<file path="config.mk">
export PLATFORM = sky130hd
export DESIGN_NAME = cplx_accum
export DESIGN_NICKNAME = d
export VERILOG_FILES = /design/src/rtl/cacc_pkg.sv /design/src/rtl/cacc_in_reg.sv /design/src/rtl/cacc_addsub.sv /design/src/rtl/cacc_scaler.sv /design/src/rtl/cplx_accum.sv
export SDC_FILE = /design/constraint.sdc
export NUM_CORES = 1
export LEC_CHECK = 0
export ABC_CLOCK_PERIOD_IN_PS = 11750
export BUFFER_PORTS_ARGS = -buffer_cell sky130_fd_sc_hd__buf_2
export CORE_MARGIN = 5
export CORE_UTILIZATION = 65
export CTS_CLUSTER_SIZE = 24
export DETAILED_ROUTE_END_ITERATION = 12
export PLACE_DENSITY = 0.81
export SYNTH_ARGS = -nofsm -noshare
export SYNTH_HDL_FRONTEND = slang
export SYNTH_SLANG_ARGS = --single-unit
</file>
<file path="constraint.sdc">
create_clock -name clk -period 11.75 [get_ports clk]
set_input_delay 1.7625 -clock clk [delete_from_list [all_inputs] [get_ports clk]]
set_output_delay 1.7625 -clock clk [all_outputs]
set_load 0.01 [all_outputs]
</file>
<file path="src/rtl/cacc_pkg.sv">
package cacc_pkg;
  localparam int SCALE_W = 3;

  typedef enum logic [1:0] {
    OP_PASS = 2'b00,
    OP_ADD  = 2'b01,
    OP_SUB  = 2'b10,
    OP_NEG  = 2'b11
  } op_mode_e;
endpackage

</file>
<file path="src/rtl/cacc_in_reg.sv">
module cacc_in_reg #(
  parameter int W = 16
) (
  input  logic         clk,
  input  logic         rst,
  input  logic         en_n,
  input  logic [W-1:0] d,
  output logic [W-1:0] q
);
  always_ff @(posedge clk) begin
    if (rst)        q <= '0;
    else if (!en_n) q <= d;
  end

  // a high enable keeps the stored word
  assert_hold_R2: assert property (@(posedge clk) disable iff (rst)
    en_n |=> (q == $past(q)));
endmodule

</file>
<file path="src/rtl/cacc_addsub.sv">
module cacc_addsub
  import cacc_pkg::*;
#(
  parameter int DW = 16,
  parameter int AW = 20
) (
  input  logic          clk,
  input  logic          rst,
  input  logic [DW-1:0] opnd,
  input  op_mode_e      mode,
  input  logic          clr,
  input  logic          fb,
  output logic [AW-1:0] acc,
  output logic          add_ovf
);
  localparam int EXT = AW + 1 - DW;

  logic signed [AW:0] a_ext, t_ext, sum;

  always_comb begin
    a_ext = {{EXT{opnd[DW-1]}}, opnd};
    t_ext = (clr || !fb) ? '0 : {acc[AW-1], acc};
    case (mode)
      OP_PASS: sum = a_ext;
      OP_ADD:  sum = t_ext + a_ext;
      OP_SUB:  sum = t_ext - a_ext;
      default: sum = -a_ext;
    endcase
  end

  always_ff @(posedge clk) begin
    if (rst) begin
      acc     <= '0;
      add_ovf <= 1'b0;
    end else begin
      acc     <= sum[AW-1:0];
      add_ovf <= (sum[AW] != sum[AW-1]);
    end
  end

  // adding zero to the fed-back total leaves it unchanged
  assert_feedback_hold_R4: assert property (@(posedge clk) disable iff (rst)
    (fb && !clr && mode == OP_ADD && opnd == '0) |=> (acc == $past(acc)));

  // clear drops the old total, so add yields just the operand
  assert_clear_R5: assert property (@(posedge clk) disable iff (rst)
    (clr && mode == OP_ADD) |=> (acc == {{(AW-DW){$past(opnd[DW-1])}}, $past(opnd)}));

  // negating a narrow operand can never leave the wide range
  assert_neg_safe_R9: assert property (@(posedge clk) disable iff (rst)
    (mode == OP_NEG) |=> !add_ovf);
endmodule

</file>
<file path="src/rtl/cacc_scaler.sv">
module cacc_scaler #(
  parameter int DW = 16,
  parameter int AW = 20,
  parameter int SW = 3
) (
  input  logic          clk,
  input  logic          rst,
  input  logic [AW-1:0] acc,
  input  logic [SW-1:0] scale,
  input  logic          add_ovf,
  output logic [DW-1:0] slice_q,
  output logic          ovf_q
);
  localparam int MAXSH = AW - DW;

  int                 sh;
  logic signed [AW-1:0] acc_s, shifted, top;
  logic               win_ovf;

  always_comb begin
    sh      = (int'(scale) > MAXSH) ? MAXSH : int'(scale);
    acc_s   = acc;
    shifted = acc_s >>> sh;
    top     = acc_s >>> (sh + DW - 1);
    win_ovf = !((top == '0) || (top == '1));
  end

  always_ff @(posedge clk) begin
    if (rst) begin
      slice_q <= '0;
      ovf_q   <= 1'b0;
    end else begin
      slice_q <= shifted[DW-1:0];
      ovf_q   <= win_ovf | add_ovf;
    end
  end

  // the top window holds every total, so only a lane wrap can flag
  assert_top_window_R7: assert property (@(posedge clk) disable iff (rst)
    ((int'(scale) >= MAXSH) && !add_ovf) |=> !ovf_q);
endmodule

</file>
<file path="src/rtl/cplx_accum.sv">
module cplx_accum
  import cacc_pkg::*;
#(
  parameter int DW = 16,
  parameter int AW = 20,
  parameter int SW = SCALE_W
) (
  input  logic          clk,
  input  logic          rst,
  input  logic [DW-1:0] re_in,
  input  logic [DW-1:0] im_in,
  input  logic          re_en_n,
  input  logic          im_en_n,
  input  logic [1:0]    re_mode,
  input  logic [1:0]    im_mode,
  input  logic          acc_clr,
  input  logic          fb_sel,
  input  logic [SW-1:0] scale_sel,
  input  logic          re_dly_sel,
  input  logic          re_oe_n,
  input  logic          im_oe_n,
  output logic [DW-1:0] re_out,
  output logic [DW-1:0] im_out,
  output logic          ovf
);
  localparam int LANES = 2;

  logic [DW-1:0] din     [LANES];
  logic          en_n    [LANES];
  logic [DW-1:0] din_q   [LANES];
  logic [DW-1:0] opnd    [LANES];
  logic [AW-1:0] acc     [LANES];
  logic          add_ovf [LANES];
  logic [DW-1:0] slice   [LANES];
  logic          lane_ovf[LANES];
  op_mode_e      mode_q  [LANES];

  logic          clr_q, fb_q, dly_q;
  logic [SW-1:0] scale_q, scale_q2;
  logic [DW-1:0] re_prev;

  assign din[0]  = re_in;
  assign din[1]  = im_in;
  assign en_n[0] = re_en_n;
  assign en_n[1] = im_en_n;

  // control capture, then scale follows the data one more stage
  always_ff @(posedge clk) begin
    if (rst) begin
      mode_q[0] <= OP_PASS;
      mode_q[1] <= OP_PASS;
      clr_q     <= 1'b0;
      fb_q      <= 1'b0;
      dly_q     <= 1'b0;
      scale_q   <= '0;
      scale_q2  <= '0;
      re_prev   <= '0;
    end else begin
      mode_q[0] <= op_mode_e'(re_mode);
      mode_q[1] <= op_mode_e'(im_mode);
      clr_q     <= acc_clr;
      fb_q      <= fb_sel;
      dly_q     <= re_dly_sel;
      scale_q   <= scale_sel;
      scale_q2  <= scale_q;
      re_prev   <= din_q[0];
    end
  end

  for (genvar g = 0; g < LANES; g++) begin : g_lane
    cacc_in_reg #(.W(DW)) i_in (
      .clk(clk), .rst(rst), .en_n(en_n[g]), .d(din[g]), .q(din_q[g])
    );

    if (g == 0) begin : g_dly
      assign opnd[g] = dly_q ? re_prev : din_q[g];
    end else begin : g_nodly
      assign opnd[g] = din_q[g];
    end

    cacc_addsub #(.DW(DW), .AW(AW)) i_as (
      .clk(clk), .rst(rst), .opnd(opnd[g]), .mode(mode_q[g]),
      .clr(clr_q), .fb(fb_q), .acc(acc[g]), .add_ovf(add_ovf[g])
    );

    cacc_scaler #(.DW(DW), .AW(AW), .SW(SW)) i_sc (
      .clk(clk), .rst(rst), .acc(acc[g]), .scale(scale_q2),
      .add_ovf(add_ovf[g]), .slice_q(slice[g]), .ovf_q(lane_ovf[g])
    );
  end

  assign re_out = re_oe_n ? '0 : slice[0];
  assign im_out = im_oe_n ? '0 : slice[1];
  assign ovf    = lane_ovf[0] | lane_ovf[1];

  // a reset edge leaves quiet outputs
  assert_reset_quiet_R1: assert property (@(posedge clk)
    rst |=> (re_out == '0 && im_out == '0 && !ovf));
endmodule

</file>
==> flow_summary.json <==
{
  "outcome": "finished clean",
  "hpwl_mm": 22.70,
  "worstPathArrival_ps": 5810,
  "grt_pass1_wl_mm": 52.76,
  "post-route-drc-count": 0,
  "slew_headroom": 0.2901,
  "track_usage": 0.3110,
  "hold_buffers": 0,
  "worstPathMaxFanout": 32,
  "worstSetupPathType": "register to register",
  "final_antenna_net_count": 0,
  "yosysTopAreaCell": "dfxtp_1",
  "yosysWarnings": 0,
  "r2r_end": "g_lane[0].i_as.add_ovf",
  "crit_required_ps": 12070,
  "synth_area_leaders": "dfxtp_1 (23%), mux2i_1 (8.9%), mux4_2 (8.8%), ha_1 (5.3%), nor2_1 (5.0%)",
  "vdd_ir_drop_max_mv": 0.1002,
  "fin_crit_sh": 0.4671,
  "synth_top_area_frac": 0.2322,
  "min_period_ps": 5489,
  "num_vias": 11220,
  "critPathLaunchType": "register",
  "gp_congestion": 0.9160,
  "root_buffer": "clkbuf_16",
  "fin_ws_ps": 6261,
  "min_path_cells": 1,
  "fp.dieH_microns": 144.8,
  "fin_nets": 1542,
  "finalClockSkew_ps": 13.39,
  "antennaDiodeCount": 0,
  "grt_overflow": 0,
  "path_clk_slew_ps": 70,
  "postSynth.asyncResetShare": 0,
  "grt_max_degree": 78,
  "fin_area_sq_mm": 0.01275,
  "clock_latency_ps": 430,
  "port-buffer-count": 80,
  "finalSetupTns_ps": 0,
  "die_x_microns": 144.8,
  "ys_seq_elements": 137,
  "hold_start": "scale_q[0]",
  "clock-sinks": 137,
  "synth_common_cells": "nor2_1 (157), dfxtp_1 (137), mux2i_1 (105), nand2_1 (105), a21oi_1 (95)",
  "first_global_vias": 10210,
  "cts_resized": 0,
  "drive_gt1_frac": 0.1416,
  "seq_area_frac_synth": 0.2322,
  "worstMarginPinSlew_ps": 1061,
  "core_sq_mm": 0.01790,
  "synth_nets": 1539,
  "wire_per_inst_microns": 19.22,
  "post_cts_buffers": 0,
  "rsz0062_at_grt": "no",
  "die-area_sq_mm": 0.02097,
  "whs_endpoint": "scale_q2[0]",
  "p_leak_nw": 5.208,
  "num_rows": 49,
  "routed_via_density": 6.661,
  "drv_cap": 0,
  "first_pass_iters": 6,
  "p_total_mw": 1.593,
  "worstSetupEndpointType": "register",
  "io_pins": 81,
  "reg2reg_slack_ps": 6260,
  "drt-total-wl_mm": 32.37,
  "fin_util": 0.7120,
  "dp_slack_ps": 6404,
  "r2r-start": "dly_q",
  "syn_inst": 1439,
  "synth_edf_count": 0,
  "yosysUniqueCellTypes": 77,
  "slew_violations": 0,
  "placed_area_sq_mm": 0.01217,
  "area_growth_pct": 7.902,
  "htreeDepth": 4,
  "drtIter0Drc": 1417,
  "synthFlopType": "dfxtp_1",
  "antenna_found_initial": 0,
  "cts_tree": "done",
  "hold_viol": 0,
  "clockBufferDepth": 2,
  "min_path_type": "register to register",
  "p_per_area_mw_per_mm2": 125.0,
  "cts_buffers": 17,
  "initial_core_util": 0.6598,
  "syn_area_sq_mm": 0.01181,
  "avgSynthCellArea_sq_um": 8.209,
  "reg2reg_depth": 19,
  "setup_viol": 0,
  "yosysMostFrequentCell": "nor2_1",
  "clock.fmax_mhz": 182.2
}
==> how the worst max path moves through the flow <==
stage | start | to | slack (ps)
CTS | dly_q | g_lane[0].i_as.add_ovf | 6360
floorplan | dly_q | g_lane[0].i_as.add_ovf | 6250
global route | dly_q | g_lane[0].i_as.add_ovf | 5900
detailed placement | dly_q | g_lane[0].i_as.add_ovf | 6400
global placement | dly_q | g_lane[0].i_as.add_ovf | 6550
finish | dly_q | g_lane[0].i_as.add_ovf | 6260
==> routing by layer <==
metal,share of wire,wire length [microns],vias to the layer above,global-route usage
li1,-,-,5229,-
met1,0.43,13950,5287,0.4499
met2,0.45,14620,647,0.4833
met3,0.10,3337,54,0.05225
met4,0.014,469,0,0.08297
met5,0,0,-,0
==> area by class of cell <==
type	count	area (sq um)
Tap cell	229	286.5
Inverter	38	142.6
Clock buffer	17	425.4
Sequential cell	137	2744
Multi-Input combinational cell	1153	8478
Timing Repair Buffer	95	515.5
Fill cell	1401	5156
Clock inverter	15	153.9
==> report_power, final <==
group | switching, mW | internal [mW] | total, mW
logic | 0.280 | 0.225 | 0.505
registers | 0.0567 | 0.500 | 0.557
clock network | 0.248 | 0.283 | 0.531
==> through the flow <==
stage | hold WS [ps] | cells
2_1_floorplan | 413.8 | 1439
3_3_place_gp | 425.3 | 1652
3_5_place_dp | 437.7 | 1652
4_1_cts | 450.3 | 1684
5_1_grt | 462.2 | 1684
6_report | 444.7 | 1684
==> worst max-delay path: stages (launching register included) <==
cell and delay, ps:
dfxtp_1 330, buf_4 350, mux2_2 410, inv_1 70, ha_1 210, or4bb_1 530
a211o_1 310, nor3_1 210, nand2b_1 220, nor2_1 80, a21oi_1 130, ha_1 340
a2111oi_0 510, o211ai_1 160, nand2_1 130, or4bb_1 510, and4b_1 200, o41a_1 380
o21a_1 120, o21a_1 180
==> cells in the final DEF (no fill, tap or decap), types with 13 or more instances in the layout <==
cell,instances
mux2i_1,105
inv_1,36
nor3_1,43
nor4_1,13
nand3_1,30
nand2_1,105
nor2_1,157
buf_2,79
a221oi_1,19
o21ai_0,28
mux2_2,15
and2_1,46
dfxtp_1,136
xor2_1,14
clkbuf_16,17
xnor2_1,59
nand2b_1,17
a211oi_1,34
buf_4,16
a21oi_1,95
a21o_1,22
ha_1,50
nor2b_1,81
mux4_2,46
==> cell families after synthesis <==
logic type               synth area share
buffers and inverters             0.05074
XOR/XNOR                          0.05413
adder cells (fa/ha/maj)           0.05635
flip-flops                         0.2322
AND/OR/NAND/NOR                    0.2426
AO/OA/AOI/OAI                      0.1731
multiplexers                       0.1910
==> flip-flops by register name, indices dropped and copies added (netlist names) <==
register	flops
g_lane.i_in.q	32
scale_q2	3
mode_q	4
g_lane.i_as.add_ovf	2
scale_q	3
g_lane.i_as.acc	40
clr_q	1
g_lane.i_sc.ovf_q	2
fb_q	1
dly_q	1
re_prev	16
g_lane.i_sc.slice_q	32
(Power assumes the default switching activity.)
